File: config.mk
export PLATFORM = sky130hd
export DESIGN_NAME = log_sar_encoder
export DESIGN_NICKNAME = d
export VERILOG_FILES = /design/src/rtl/logenc_pkg.sv /design/src/rtl/trial_level.sv /design/src/rtl/line_coder.sv /design/src/rtl/log_sar_encoder.sv
export SDC_FILE = /design/constraint.sdc
export NUM_CORES = 1
export LEC_CHECK = 0
export BUFFER_PORTS_ARGS = -buffer_cell sky130_fd_sc_hd__buf_2
export CAP_MARGIN = 10
export CORE_ASPECT_RATIO = 1.75
export CORE_MARGIN = 2
export CORE_UTILIZATION = 45
export DETAILED_ROUTE_END_ITERATION = 6
export PLACE_DENSITY = 0.65
export SYNTH_ARGS = -nofsm -noshare
export SYNTH_HDL_FRONTEND = slang
export SYNTH_SLANG_ARGS = --single-unit
export TNS_END_PERCENT = 50
File: constraint.sdc
create_clock -name clk -period 7.5 [get_ports clk]
set_input_delay 0.375 -clock clk [delete_from_list [all_inputs] [get_ports clk]]
set_output_delay 0.375 -clock clk [all_outputs]
set_load 0.01 [all_outputs]
File: src/rtl/logenc_pkg.sv
package logenc_pkg;
    localparam int CODE_W    = 8;
    localparam int CHORD_W   = 3;
    localparam int STEP_W    = 4;
    localparam int NATIVE_W  = 14;
    localparam int MU_BIAS   = 33;
    localparam int LEVEL_TOP = 8064;

    typedef enum logic [2:0] {
        ST_IDLE,
        ST_SIGN,
        ST_CHORD,
        ST_STEP,
        ST_DONE
    } enc_state_e;

    typedef enum logic [1:0] {
        FMT_PLAIN  = 2'd0,
        FMT_INVMAG = 2'd1,
        FMT_ALTINV = 2'd2,
        FMT_ALIAS  = 2'd3
    } line_fmt_e;

    typedef enum logic {
        LAW_MU = 1'b0,
        LAW_A  = 1'b1
    } law_e;
endpackage

File: src/rtl/trial_level.sv
module trial_level
    import logenc_pkg::*;
#(
    parameter int MAG_W = 14
) (
    input  law_e               law,
    input  logic [CHORD_W-1:0] chord,
    input  logic [STEP_W-1:0]  step,
    output logic [MAG_W-1:0]   level
);
    localparam int SCALE_SH = MAG_W - NATIVE_W;

    logic [NATIVE_W-1:0] mant;
    logic [NATIVE_W-1:0] shifted;
    logic [NATIVE_W-1:0] native;

    // Half-unit arithmetic: every x.5 term of the decode law becomes an integer.
    always_comb begin
        mant    = NATIVE_W'(MU_BIAS) + NATIVE_W'({step, 1'b0});
        shifted = mant << chord;
        if (law == LAW_A) begin
            native = (chord == '0) ? (NATIVE_W'({step, 1'b1}) << 1) : shifted;
        end else begin
            native = shifted - NATIVE_W'(MU_BIAS);
        end
        level = MAG_W'(native) << SCALE_SH;
    end
endmodule

File: src/rtl/line_coder.sv
module line_coder
    import logenc_pkg::*;
(
    input  logic [1:0]        fmt,
    input  logic [CODE_W-1:0] raw,
    output logic [CODE_W-1:0] coded
);
    for (genvar b = 0; b < CODE_W; b++) begin : g_bit
        localparam bit IS_MAG  = (b < CODE_W - 1);
        localparam bit IS_EVEN = ((b % 2) == 0);
        logic flip;

        always_comb begin
            case (line_fmt_e'(fmt))
                FMT_INVMAG: flip = IS_MAG;
                FMT_ALTINV: flip = IS_EVEN;
                default:    flip = 1'b0;
            endcase
        end

        assign coded[b] = raw[b] ^ flip;
    end
endmodule

File: src/rtl/log_sar_encoder.sv
module log_sar_encoder
    import logenc_pkg::*;
#(
    parameter int SAMPLE_W = 14
) (
    input  logic                clk,
    input  logic                rst_n,
    input  logic                start_i,
    input  logic [SAMPLE_W-1:0] sample_i,
    input  logic                law_i,
    input  logic [1:0]          fmt_i,
    output logic                busy_o,
    output logic                done_o,
    output logic [CODE_W-1:0]   code_o
);
    localparam int MAG_W    = SAMPLE_W;
    localparam int MC_W     = CODE_W - 1;
    localparam int PTR_W    = $clog2(MC_W);
    localparam int SCALE_SH = SAMPLE_W - NATIVE_W;
    localparam logic [PTR_W-1:0] PTR_TOP   = PTR_W'(MC_W - 1);
    localparam logic [PTR_W-1:0] PTR_CHEND = PTR_W'(STEP_W);
    localparam logic [MAG_W-1:0] FULL_LVL  = MAG_W'(LEVEL_TOP) << SCALE_SH;

    enc_state_e          state_q, state_d;
    logic [SAMPLE_W-1:0] sample_q;
    law_e                law_q;
    logic [1:0]          fmt_q;
    logic                sign_q;
    logic [MAG_W-1:0]    mag_q;
    logic [MC_W-1:0]     mag_code_q;
    logic [PTR_W-1:0]    ptr_q;
    logic [CODE_W-1:0]   code_q;

    logic                accept;
    logic [MC_W-1:0]     trial_code;
    logic [MC_W-1:0]     next_code;
    logic [MAG_W-1:0]    trial_lvl;
    logic [CODE_W-1:0]   coded;

    assign accept     = start_i && (state_q == ST_IDLE || state_q == ST_DONE);
    assign trial_code = mag_code_q | (MC_W'(1) << ptr_q);
    assign next_code  = (mag_q >= trial_lvl) ? trial_code : mag_code_q;

    trial_level #(.MAG_W(MAG_W)) u_trial (
        .law   (law_q),
        .chord (trial_code[MC_W-1:STEP_W]),
        .step  (trial_code[STEP_W-1:0]),
        .level (trial_lvl)
    );

    line_coder u_coder (
        .fmt   (fmt_q),
        .raw   ({sign_q, next_code}),
        .coded (coded)
    );

    // State register
    always_ff @(posedge clk or negedge rst_n) begin
        if (!rst_n) state_q <= ST_IDLE;
        else        state_q <= state_d;
    end

    always_comb begin
        state_d = state_q;
        unique case (state_q)
            ST_IDLE:  if (start_i) state_d = ST_SIGN;
            ST_SIGN:  state_d = ST_CHORD;
            ST_CHORD: if (ptr_q == PTR_CHEND) state_d = ST_STEP;
            ST_STEP:  if (ptr_q == '0) state_d = ST_DONE;
            ST_DONE:  state_d = start_i ? ST_SIGN : ST_IDLE;
            default:  state_d = ST_IDLE;
        endcase
    end

    // Datapath registers
    always_ff @(posedge clk or negedge rst_n) begin
        if (!rst_n) begin
            sample_q   <= '0;
            law_q      <= LAW_MU;
            fmt_q      <= '0;
            sign_q     <= 1'b0;
            mag_q      <= '0;
            mag_code_q <= '0;
            ptr_q      <= '0;
            code_q     <= '0;
        end else begin
            if (accept) begin
                sample_q <= sample_i;
                law_q    <= law_e'(law_i);
                fmt_q    <= fmt_i;
            end
            if (state_q == ST_SIGN) begin
                sign_q     <= sample_q[SAMPLE_W-1];
                mag_q      <= sample_q[SAMPLE_W-1] ? (~sample_q + 1'b1) : sample_q;
                mag_code_q <= '0;
                ptr_q      <= PTR_TOP;
            end
            if (state_q == ST_CHORD || state_q == ST_STEP) begin
                mag_code_q <= next_code;
                ptr_q      <= ptr_q - 1'b1;
            end
            if (state_q == ST_STEP && ptr_q == '0) begin
                code_q <= coded;
            end
        end
    end

    // Outputs
    always_comb begin
        busy_o = (state_q == ST_SIGN) || (state_q == ST_CHORD) || (state_q == ST_STEP);
        done_o = (state_q == ST_DONE);
        code_o = code_q;
    end

    // Assertions
    assert_done_single_R1: assert property (@(posedge clk) disable iff (!rst_n)
        done_o |=> !done_o);
    assert_busy_done_excl_R1: assert property (@(posedge clk) disable iff (!rst_n)
        !(busy_o && done_o));
    assert_start_to_busy_R1: assert property (@(posedge clk) disable iff (!rst_n)
        (start_i && !busy_o) |=> busy_o);
    assert_restart_ignored_R2: assert property (@(posedge clk) disable iff (!rst_n)
        (busy_o && $past(busy_o)) |-> $stable(sample_q));
    assert_chord_frozen_R3: assert property (@(posedge clk) disable iff (!rst_n)
        (state_q == ST_STEP && $past(state_q) == ST_STEP) |-> $stable(mag_code_q[MC_W-1:STEP_W]));
    assert_level_in_range_R6: assert property (@(posedge clk) disable iff (!rst_n)
        (state_q == ST_CHORD || state_q == ST_STEP) |-> (trial_lvl <= FULL_LVL));
    assert_sign_kept_R8: assert property (@(posedge clk) disable iff (!rst_n)
        (done_o && fmt_q == FMT_INVMAG) |-> (code_o[CODE_W-1] == sign_q));
    assert_code_hold_R10: assert property (@(posedge clk) disable iff (!rst_n)
        !$stable(code_o) |-> done_o);
endmodule

Word-level counts from Yosys, hierarchy flattened
Index checks and enable logic that the tools add are counted.
{ "op_classes": {"addsub": 4, "magnitude_cmp": 1, "n_eq_ne": 10, "shifts": 2, "n_mux": 15, "bitwise": 9, "reduce_logical": 12} }
{ "ops": {"columns": ["op", "count"], "rows": [
  ["14-bit two-way mux", 3],
  ["7-bit two-way mux", 3],
  ["3-bit two-way mux", 5],
  ["3-bit one-hot mux with 5 select lines", 1],
  ["14-bit by 1-bit adder with 14-bit output, second input constant", 1],
  ["14-bit greater-or-equal comparator", 1],
  ["14-bit NOT", 1],
  ["14-bit by 3-bit left shift with 14-bit output", 1],
  ["14-bit by 6-bit subtractor with 14-bit output, second input constant", 1],
  ["3-bit logical NOT", 3],
  ["6-bit by 5-bit adder with 7-bit output, first input constant", 1],
  ["7-bit OR", 1],
  ["1-bit by 3-bit left shift with 7-bit output, first input constant", 1],
  ["1-bit XOR", 7],
  ["3-bit by 2-bit == test with 1-bit output, second input constant", 2],
  ["3-bit == test, second input constant", 2],
  ["2-bit != test, second input constant", 3],
  ["1-bit logical OR", 4],
  ["3-bit by 1-bit == test with 1-bit output, second input constant", 1],
  ["1-bit two-way mux", 3],
  ["3-bit AND reduction", 1],
  ["3-bit by 1-bit subtractor with 3-bit output, second input constant", 1],
  ["2-bit by 1-bit == test with 1-bit output, second input constant", 1],
  ["2-bit == test, second input constant", 1],
  ["other kinds (3)", 4]
]} }
{ "totals": {"register_bits": 53, "in_bits": 20, "out_inout_bits": 10, "wordCells": 62} }

Depth between registers and ports, before layout
Gate-level depths: netlist (run 1).
{ "depth": {"ltp_word": 9, "depth_mapped": 18, "ltp_nobuf": 17} }

Hierarchy
A second synthesis (run 1) with hierarchy kept.
{ "hier_totals": {"hier_cells": 386, "hier_area_um2": 3601.0} }
{ "modules_own_cells": {"columns": ["mod", "instances", "cells_each", "area_per_inst_um2", "seq_area_each_um2"], "rows": [
  ["log_sar_encoder", 1, 281, 2856.5, 1326.3],
  ["trial_level", 1, 94, 648.1, 0.0],
  ["line_coder", 1, 11, 96.3, 0.0]
]} }

Worst setup path after synthesis (run 1)
Ideal clock, no wire load.
{ "synth_path": {"kind": "register -> register", "startpoint": "register ptr_q[1]", "endpoint": "register mag_code_q[4]", "t_arrival_ps": 3455, "t_required_ps": 7378, "path_slack_ps": 3923, "stages_incl_launch_ff": 17, "n_path_buf": 0, "cell_sequence": "dfrtp_1 > inv_1 > ha_1 > nor2b_1 > nor2_1 > mux2_2 > mux2_2 > a211o_1 > o21ai_0 > a21oi_1 > ha_1 > and3_1 > a221oi_1 > o31ai_1 > nor2_1 > nor2_2 > a32o_1"} }
{ "synth_via": {"elab_chain_cells": 9, "elab_cells_between_ends": 11, "cone_classes": "2 x add/sub; 1 x order compare; 2 x shift; 4 x mux; 1 x bitwise; 1 x reduce/logical"} }
{ "synth_rtl": {"columns": ["element", "line_no", "source"], "rows": [
  ["start, declared", "log_sar_encoder.sv:31", "logic [PTR_W-1:0] ptr_q;"],
  ["start signal, assigned", "log_sar_encoder.sv:100", "ptr_q <= ptr_q - 1'b1;"],
  ["1-bit by 3-bit left shift with 7-bit output (*)", "log_sar_encoder.sv:41", "assign trial_code = mag_code_q | (MC_W'(1) << ptr_q);"],
  ["7-bit OR (*)", "log_sar_encoder.sv:41", null],
  ["6-bit by 5-bit adder with 7-bit output", "trial_level.sv:19", "mant = NATIVE_W'(MU_BIAS) + NATIVE_W'({step, 1'b0});"],
  ["14-bit by 3-bit left shift with 14-bit output", "trial_level.sv:20", "shifted = mant << chord;"],
  ["14-bit by 6-bit subtractor with 14-bit output or 14-bit two-way mux (tied branches)", "trial_level.sv:24, trial_level.sv:22", null],
  ["14-bit two-way mux", "trial_level.sv:21", "if (law == LAW_A) begin"],
  ["14-bit greater-or-equal comparator", "log_sar_encoder.sv:42", "assign next_code = (mag_q >= trial_lvl) ? trial_code : mag_code_q;"],
  ["7-bit two-way mux (*)", "log_sar_encoder.sv:42", null],
  ["7-bit two-way mux (*)", "log_sar_encoder.sv:98", "if (state_q == ST_CHORD || state_q == ST_STEP) begin"],
  ["end signal, assigned", "log_sar_encoder.sv:99", "mag_code_q <= next_code;"],
  ["end, declared", "log_sar_encoder.sv:30", "logic [MC_W-1:0] mag_code_q;"]
]} }
Every way passes the cells marked *; elsewhere a longest branch is shown, timed or not.
A chain may end at the register's enable or synchronous reset.

Final worst setup path (run 1)
{ "layout_path": {"startpoint": "register ptr_q[0]", "endpoint": "register mag_code_q[6]"} }
Same word-level chain as after synthesis.

==> out/metrics.csv, run 1 <==
metric,value,unit
DRC Markers,0,
Post-CTS Resized,0,
Crit path required time,7.73,ns
HPWL Detailed,5.50,mm
CTS Sinks,53,
clock slew at reported path FFs,0.07,ns
fin crit share,0.596,
Worst R2R Start,ptr_q[0],
layout cells sized above 1,0.176,
final design utilization,0.508,
Max VDD drop,226,uV
Crit Path Class,register to register,
busiest grt layer,met2,
ANT cells,0,
Final Critical Period,4.47,ns
vias in the first global route,2723,
HP Class,primary input to async pin,
post-synthesis sequential area ratio,0.396,
clock buffer count from CTS,5,
status,completed,
count of unique library cells instantiated by Yosys,60,
clk_skew,0.00482,ns
met1 layer usage reported by global route,0.192,
Via Count,2629,
grt met2 use,0.352,
largest area contributor in the netlist,dfrtp_1,
Mapped Area,3350,um^2
I/O Buffers,29,
# hold bufs at CTS,0,
Lkg Pwr,1.67,nW
final hold viol count,0,
maximum clock frequency,224,MHz
GRT met3 Usage,0.0230,
worst-path maximum fanout,11,
initial antenna violation count,0,
power density over the cells,528,nW/um^2
DRT iter0 DRCs,154,
CTS H-tree depth,2,
CORE AREA,7230,um^2
Avg WL per Cell,15.6,um
Post-synth EDFFs,0,
Post-CTS Setup Bufs,0,
DR vias/cell,5.70,
type of origin of the critical path,register,
largest net degree at the start of global routing,54,
relative slew slack,0.232,
most frequent cells after synthesis,"dfrtp_1, nand2_1, o21ai_0",
Nets,415,
Async SR Flop Fraction,1.00,
Die Span Y,118,um
Synth top area share,0.396,
Crit. Startpoint,ptr_q[0],
Placed Cells incl. Taps,453,
final setup TNS,0,ns
Yosys warnings,0,
GP Congestion,0.881,
CTS tree,yes,
ANT nets after route,0,
Ports,30,
GRT overflow,0,
Max Cap Violations,0,
Die X,69.3,um
final hold slack,0.188,ns
Avg Inst Size Synth,9.42,um^2
Initial Util,0.464,
clock root cell,clkbuf_16,
# rows,41,
Seq cells post-synth,53,
Initial DRT Pass Iterations,4,
# setup viols final,0,
GR Util All Layers,0.187,
worst skew pair latency,0.29,ns
crit path capture type,register,
area added between synthesis and finish,9.51,%
Post-Syn Nets,397,
top-count cell post-synth,dfrtp_1,
"Primary FF master, synth",dfrtp_1,
full die area,8190,um^2
Pins Over Slew Limit,0,
Post-Layout Cell Count,461,
largest cells by area after synthesis,"dfrtp_1, ha_1, mux2_2",
Slew @ Worst Pin,1.15,ns
Longest Clk Path Bufs,2,
RSZ-0062 raised after global routing,false,
first-pass GRT wire length,12.5,mm
Post-Route WL,7.20,mm
cell count after synthesis,356,
crit path DAT,4.70,ns
## registers in the layout, summed over array words and instances, names as in the netlist
| name | flops |
|---|---|
| code_o | 8 |
| fmt_q | 2 |
| law_q | 1 |
| ptr_q | 3 |
| state_q | 3 |
| mag_q | 14 |
| sample_q | 14 |
| sign_q | 1 |
| mag_code_q | 7 |
## worst paths after layout
check / to / slack [ns] / cells after the start
max: mag_code_q[6] / 3.03 / 15
min in group clk: law_q / 0.29 / 3
min: state_q[1] / 0.19 / 2
max reg2reg: mag_code_q[6] / 3.03 / 15
min reg2reg: code_o[7] / 0.47 / 2
max in group asynchronous: mag_q[7] / 6.87 / 2
## metrics by stage
stage | instance area [um^2] | power, mW | worst slack [ns]
floorplan | 3350 | 1.46 | 3.92
global route | 3670 | 2.13 | 2.68
global placement | 3530 | 1.69 | 3.26
finish | 3670 | 1.94 | 3.03
CTS | 3670 | 1.95 | 3.09
detailed placement | 3530 | 1.72 | 3.11
## routing by layer
metal	up-vias	wire [um]
met5	-	0
met4	0	290
met3	22	180
met2	62	4040
met1	1228	2680
li1	1317	-
## report_power, final
| group | internal, mW | leakage (nW) | total, mW | switching, mW |
|---|---|---|---|---|
| registers | 0.418 | 0.646 | 0.564 | 0.145 |
| logic | 0.502 | 0.953 | 1.15 | 0.646 |
| clock network | 0.125 | 0.0712 | 0.227 | 0.102 |
## placed cells by master (no fill, tap or decap), types with 3 or more instances in the layout
master     instances
a21o_1             7
a21oi_1           15
a22o_1             4
a31oi_1            5
a32o_1             3
buf_2             29
clkbuf_16          5
dfrtp_1           53
ha_1              21
inv_1             10
mux2_2            16
mux2i_1            5
nand2_1           42
nand2b_1           3
nand3_1            5
nor2_1            21
nor2b_1            7
nor3_1            13
o21ai_0           29
o21ai_1            6
o31ai_1            5
o41ai_1            6
xnor2_1            7
xor2_1            10
## cell families (layout without fill, tap and decap cells)
family	after synthesis	in the layout	share of synthesized area
and+or+nand+nor	114	114	0.172
AOI/OAI and AO/OA	100	100	0.204
DFF	53	53	0.396
buffers and inverters	29	48	0.0362
adders and majority gates	21	21	0.0784
muxes	21	21	0.0687
xor gates and xnor gates	17	17	0.0444
other	1	1	0.00112
## layout make-up
cell class | instances | area (um^2)
inverter | 10 | 37.5
multi-input combinational | 274 | 1910
timing repair buffer | 30 | 153
clock buffer | 6 | 129
tap | 86 | 108
sequential | 53 | 1330
clock inverter | 2 | 13.8
fill | 700 | 3560
## worst max-delay path, stage by stage, from the launching register on
cell      delay, ns
dfrtp_1        0.41
inv_1          0.10
ha_1           0.28
a21oi_1        0.65
mux2_2         0.45
mux2_2         0.29
a211o_1        0.26
o21ai_0        0.07
a21oi_1        0.09
ha_1           0.35
and3_1         0.15
a221oi_1       0.07
o31ai_1        0.50
nor2_1         0.20
nor2_2         0.31
a32o_1         0.21
Note: power is estimated with default switching activity, not from simulation.
==> run 2, diff against run 1 <==
Settings changed: ABC_AREA set to 1, PLACE_DENSITY 0.65 to 0.67.
Clock period 7.5 ns to 3.94 ns, I/O delays scaled along.
==> out/metrics.csv, run 2 <==
metric,value,unit
busiest grt layer,met2,
GRT met3 Usage,0.0271,
Post-Synth Simple-Gate Area,0.340,
HPWL Detailed,5.97,mm
GR Util All Layers,0.204,
Initial DRT Pass Iterations,4,
"commonest cells after routing, fill and taps aside","nand2_1, dfrtp_1, inv_1, nand3_1, o21ai_0",
Longest Clk Path Bufs,2,
Avg Inst Size Synth,7.17,um^2
Synth top area share,0.387,
clk_skew,0.00415,ns
proportion of synthesized area in mux cells,0,
Mapped Area,3430,um^2
worst r2r path cells,22,
Yosys warnings,0,
Compound-Gate Fraction of Synth Area,0.109,
layout cells sized above 1,0.141,
CTS H-tree depth,2,
Avg WL per Cell,13.1,um
ANT cells,0,
Seq cells post-synth,53,
Max stage delay on crit path,0.40,ns
RSZ-0062 raised after global routing,false,
ANT nets after route,0,
Max Cap Violations,0,
first-pass GRT wire length,13.7,mm
Async SR Flop Fraction,1.00,
Post-Syn Nets,519,
# setup viols final,0,
Initial Util,0.459,
DRC Markers,0,
Die Span Y,119,um
buffers plus inverters on the worst setup path,5,
CP Depth,22,
vias in the first global route,3129,
most frequent CP cell,nand2_1,
worst-path maximum fanout,13,
largest area contributor in the netlist,dfrtp_1,
final setup TNS,0,ns
GRT overflow,0,
Post-Route WL,7.76,mm
GP Congestion,0.913,
Ports,30,
post-synthesis sequential area ratio,0.387,
Lkg Pwr,2.00,nW
XOR/XNOR Fraction of Synth Area,0.0102,
crit path capture type,register,
# rows,42,
critical path's top delay family,simple AND/OR/NAND/NOR gates,
fin area,3820,um^2
I/O Buffers,29,
area added between synthesis and finish,11.6,%
CTS Sinks,53,
Max VDD drop,468,uV
Final Critical Period,3.50,ns
final design utilization,0.512,
Via Count,3128,
"Primary FF master, synth",dfrtp_1,
CTS tree,yes,
Die X,70.0,um
Post-Layout Cell Count,593,
worst path cell trace,inv_1 -> ha_1 -> nand2_1 -> nand2_1 -> inv_1 -> nor2_1 -> inv_1 -> nand3_2 -> nand3_2 -> inv_2 -> nand2_1 -> nand2_1 -> inv_1 -> ha_1 -> nand2_1 -> nor4_2 -> nand2_2 -> nand2_1 -> nand2_1 -> nand3_1 -> nand3_1 -> nand2_1,
maximum clock frequency,285,MHz
CORE AREA,7460,um^2
clock buffer count from CTS,5,
type of origin of the critical path,register,
relative slew slack,0.505,
Post-DP Area,3650,um^2
Post-synth EDFFs,0,
fin crit share,0.889,
most frequent cells after synthesis,"nand2_1, dfrtp_1, inv_1, nand3_1, o21ai_0",
CP max-delay cell,dfrtp_1,
final worst slack,0.437,ns
full die area,8350,um^2
HP Class,primary input to async pin,
Crit Path Class,register to register,
fillers,769,
worst skew pair latency,0.29,ns
power density over the cells,1020,nW/um^2
post-place setup slack,0.304,ns
final hold viol count,0,
main combinational cell family by area after synthesis,simple AND/OR/NAND/NOR gates,
status,completed,
Nets,546,
cell count after synthesis,478,
clock slew at reported path FFs,0.07,ns
top-count cell post-synth,nand2_1,
initial antenna violation count,0,
adder-cell share of the synthesized area,0.0767,
clock root cell,clkbuf_16,
Crit path required time,4.18,ns
largest net degree at the start of global routing,54,
DRT iter0 DRCs,135,
met1 layer usage reported by global route,0.217,
largest cells by area after synthesis,"dfrtp_1, nand2_1, ha_1",
grt met2 use,0.378,
Pins Over Slew Limit,0,
count of unique library cells instantiated by Yosys,33,
DR vias/cell,5.27,
Placed Cells incl. Taps,586,
most common library cell in the layout ignoring fill and taps,nand2_1,
Slew @ Worst Pin,0.741,ns
crit path DAT,3.74,ns
-- run 2: cell count changes after synthesis, sizes merged, moves of 8 or more --
cell and delta:
inv +45, nor2 +9, a21o -8, nor3 -10, a21oi +8, nand2 +123, clkbuf -8, nand3 +50
mux2 -16
-- run 2: cell type report --
type / instances / area [um^2] / area share
Multi-Input combinational cell: 358 / 1850 / 0.484
Sequential cell: 53 / 1330 / 0.347
Inverter: 55 / 206 / 0.0540
Timing Repair Buffer: 32 / 168 / 0.0438
Clock buffer: 5 / 125 / 0.0327
Tap cell: 88 / 110 / 0.0288
Clock inverter: 2 / 38.8 / 0.0101
-- run 2: repair_timing --
item                       CTS  global route
gates resized for setup      0             2
buffers inserted             0             0
setup endpoints to repair    0            10
hold buffers                 0             0
-- run 2: per-layer routing --
| layer | vias to the layer above | routed length (um) |
|---|---|---|
| li1 | 1598 | - |
| met1 | 1428 | 3040 |
| met2 | 77 | 4190 |
| met3 | 25 | 225 |
| met4 | 0 | 306 |
| met5 | - | 0 |
-- run 2: cell families (layout without fill, tap and decap cells) --
group / after synthesis / after routing
and+or+nand+nor: 262 / 262
other: 1 / 1
adders and majority gates: 21 / 21
buffers and inverters: 67 / 94
DFF: 53 / 53
AOI/OAI and AO/OA: 70 / 70
xor gates and xnor gates: 4 / 4
-- run 2: through the flow --
stage               total power [mW]  hold slack (ns)
global placement                3.31            0.360
global route                    4.38           0.0851
CTS                             3.90           0.0521
detailed placement              3.36            0.367
floorplan                       2.83          -0.0986
finish                          3.90           0.0191
-- run 2: final timing paths --
| path | startpoint | end | slack [ns] |
|---|---|---|---|
| worst max-delay path | ptr_q[0] | code_o[5] | 0.44 |
| worst min-delay path | rst_n | ptr_q[1] | 0.02 |
| worst max register to register | ptr_q[0] | code_o[5] | 0.44 |
| worst min register to register | code_o[0] | code_o[0] | 0.47 |
| max in group asynchronous | rst_n | mag_q[7] | 3.47 |
| min in group clk | sample_i[2] | sample_q[2] | 0.10 |
-- run 2: report_power, final --
part / switching (mW) / internal (mW) / total, mW
logic: 1.58 / 0.857 / 2.43
registers: 0.184 / 0.778 / 0.962
clock network: 0.202 / 0.299 / 0.501
total: 1.96 / 1.93 / 3.90
==> run 3, diff against run 2 <==
Settings changed: SYNTH_HIERARCHICAL set to 1.
==> out/metrics.csv, run 3 <==
metric,value,unit
status,completed,
Longest Clk Path Bufs,2,
Crit path required time,4.13,ns
maximum clock frequency,291,MHz
Initial Util,0.458,
largest cells by area after synthesis,"dfrtp_1, nand2_1, inv_1",
crit path DAT,3.62,ns
Post-Layout Cell Count,644,
count of unique library cells instantiated by Yosys,31,
final worst slack,0.504,ns
final design utilization,0.496,
Via Count,3269,
Initial DRT Pass Iterations,4,
# rows,44,
CTS Sinks,53,
CTS tree,yes,
Crit Path Class,register to register,
most common library cell in the layout ignoring fill and taps,nand2_1,
Post-synth EDFFs,0,
relative slew slack,0.564,
Post-CTS Resized,0,
area added between synthesis and finish,8.26,%
Max VDD drop,478,uV
Pins Over Slew Limit,0,
fillers,820,
sequential power share,0.250,
Final Critical Period,3.44,ns
Yosys warnings,6,
HP Class,primary input to async pin,
Mapped Area,3760,um^2
Post-CTS Setup Bufs,0,
post-place setup slack,0.530,ns
Async SR Flop Fraction,1.00,
# setup viols final,0,
top-count cell post-synth,nand2_1,
final setup TNS,0,ns
cell count after synthesis,523,
Lkg Pwr,2.23,nW
Ports,30,
"Primary FF master, synth",dfrtp_1,
layout cells sized above 1,0.168,
vias in the first global route,3233,
clock buffer count from CTS,5,
largest net degree at the start of global routing,54,
fin area,4070,um^2
fin crit share,0.872,
Avg Inst Size Synth,7.18,um^2
Die X,73.1,um
clk_skew,0.00361,ns
post-synthesis sequential area ratio,0.353,
worst skew pair latency,0.29,ns
full die area,9120,um^2
crit path capture type,register,
Max Cap Violations,0,
ANT cells,0,
first-pass GRT wire length,14.1,mm
Sw Pwr,1.98,mW
Comb pwr share,0.641,
Worst R2R Start,ptr_q[0],
final hold viol count,0,
ANT nets after route,0,
power density over the cells,946,nW/um^2
Post-Route WL,7.96,mm
Seq cells post-synth,53,
Power Total,3.85,mW
HPWL Detailed,6.34,mm
CORE AREA,8200,um^2
DRT iter0 DRCs,155,
final hold slack,0.0106,ns
DR vias/cell,5.08,
Die Span Y,125,um
Slew @ Worst Pin,0.654,ns
GRT overflow,0,
largest area contributor in the netlist,dfrtp_1,
I/O Buffers,29,
Avg WL per Cell,12.4,um
Nets,592,
worst reg2reg setup slack,0.50,ns
RSZ-0062 raised after global routing,false,
Post-DP Area,3930,um^2
"commonest cells after routing, fill and taps aside","nand2_1, inv_1, dfrtp_1",
switch share,0.514,
Int Power,1.87,mW
# hold bufs at CTS,0,
most frequent cells after synthesis,"nand2_1, inv_1, dfrtp_1",
initial antenna violation count,0,
type of origin of the critical path,register,
Clock Power Share,0.109,
worst r2r dst,code_o[0],
Placed Cells incl. Taps,636,
Synth top area share,0.353,
worst r2r path cells,27,
Post-Syn Nets,564,
DRC Markers,0,
GP Congestion,0.898,
clock root cell,clkbuf_16,
CTS H-tree depth,2,
GR Util All Layers,0.193,
clock slew at reported path FFs,0.06,ns
worst-path maximum fanout,9,
run 3: critical path, cell delays in order (launching register included):
cell and delay, ns:
dfrtp_1 0.40, inv_1 0.14, ha_1 0.19, nand2_1 0.08, nand2_1 0.36, nand2_1 0.17
nand3_2 0.13, nand3_2 0.07, nand2_2 0.09, inv_2 0.05, nand3_1 0.10, nand2_1 0.06
o21ai_1 0.07, inv_1 0.06, ha_1 0.29, nand2_1 0.12, nor2_1 0.13, nand2_1 0.06
nand2_1 0.08, nand2_2 0.10, nand4_1 0.11, nand2_1 0.08, inv_1 0.09, inv_1 0.04
nand2_1 0.06, nand2_1 0.06, nand2_1 0.08, nand2_1 0.06
run 3: layer usage:
| metal | wire, um | global-route usage | up-vias |
|---|---|---|---|
| met1 | 3260 | 0.225 | 1481 |
| met4 | 416 | 0.123 | 0 |
| met3 | 198 | 0.0218 | 28 |
| li1 | - | - | 1690 |
| met2 | 4080 | 0.321 | 70 |
| met5 | 0 | 0 | - |
run 3: cell type report:
| cell class | count | area, um^2 | area share |
|---|---|---|---|
| Clock buffer | 7 | 133 | 0.0326 |
| Clock inverter | 1 | 7.51 | 0.00185 |
| Inverter | 87 | 342 | 0.0840 |
| Multi-Input combinational cell | 370 | 1960 | 0.482 |
| Sequential cell | 53 | 1330 | 0.326 |
| Tap cell | 92 | 115 | 0.0283 |
| Timing Repair Buffer | 34 | 183 | 0.0449 |
run 3: cell families (layout without fill, tap and decap cells):
family                   after synthesis  in the layout  synth area share
XOR/XNOR                               5              5            0.0117
adder cells (fa/ha/maj)               21             21            0.0700
flip-flops                            53             53             0.353
AO/OA/AOI/OAI                         63             63            0.0903
buffers and inverters                100            129             0.125
AND/OR/NAND/NOR                      280            280             0.349
other                                  1              1          0.000998
run 3: power groups by stage:
stage          clock network [mW]  registers [mW]  logic [mW]
3_5_place_dp                    0           0.968        2.47
2_1_floorplan                   0           0.929        2.02
4_1_cts                     0.432           0.960        2.49
5_1_grt                     0.455           0.996        2.84
3_3_place_gp                    0           0.960        2.41
6_report                    0.419           0.962        2.47
run 3: worst max path at each step:
stage / cells after the start / to / startpoint / slack, ns
global placement: 27 / code_o[4] / ptr_q[0] / 0.57
global route: 27 / code_o[5] / ptr_q[0] / 0.10
CTS: 28 / code_o[3] / ptr_q[0] / 0.50
finish: 27 / code_o[0] / ptr_q[0] / 0.50
floorplan: 25 / code_o[1] / ptr_q[1] / 0.94
detailed placement: 27 / code_o[2] / ptr_q[0] / 0.53
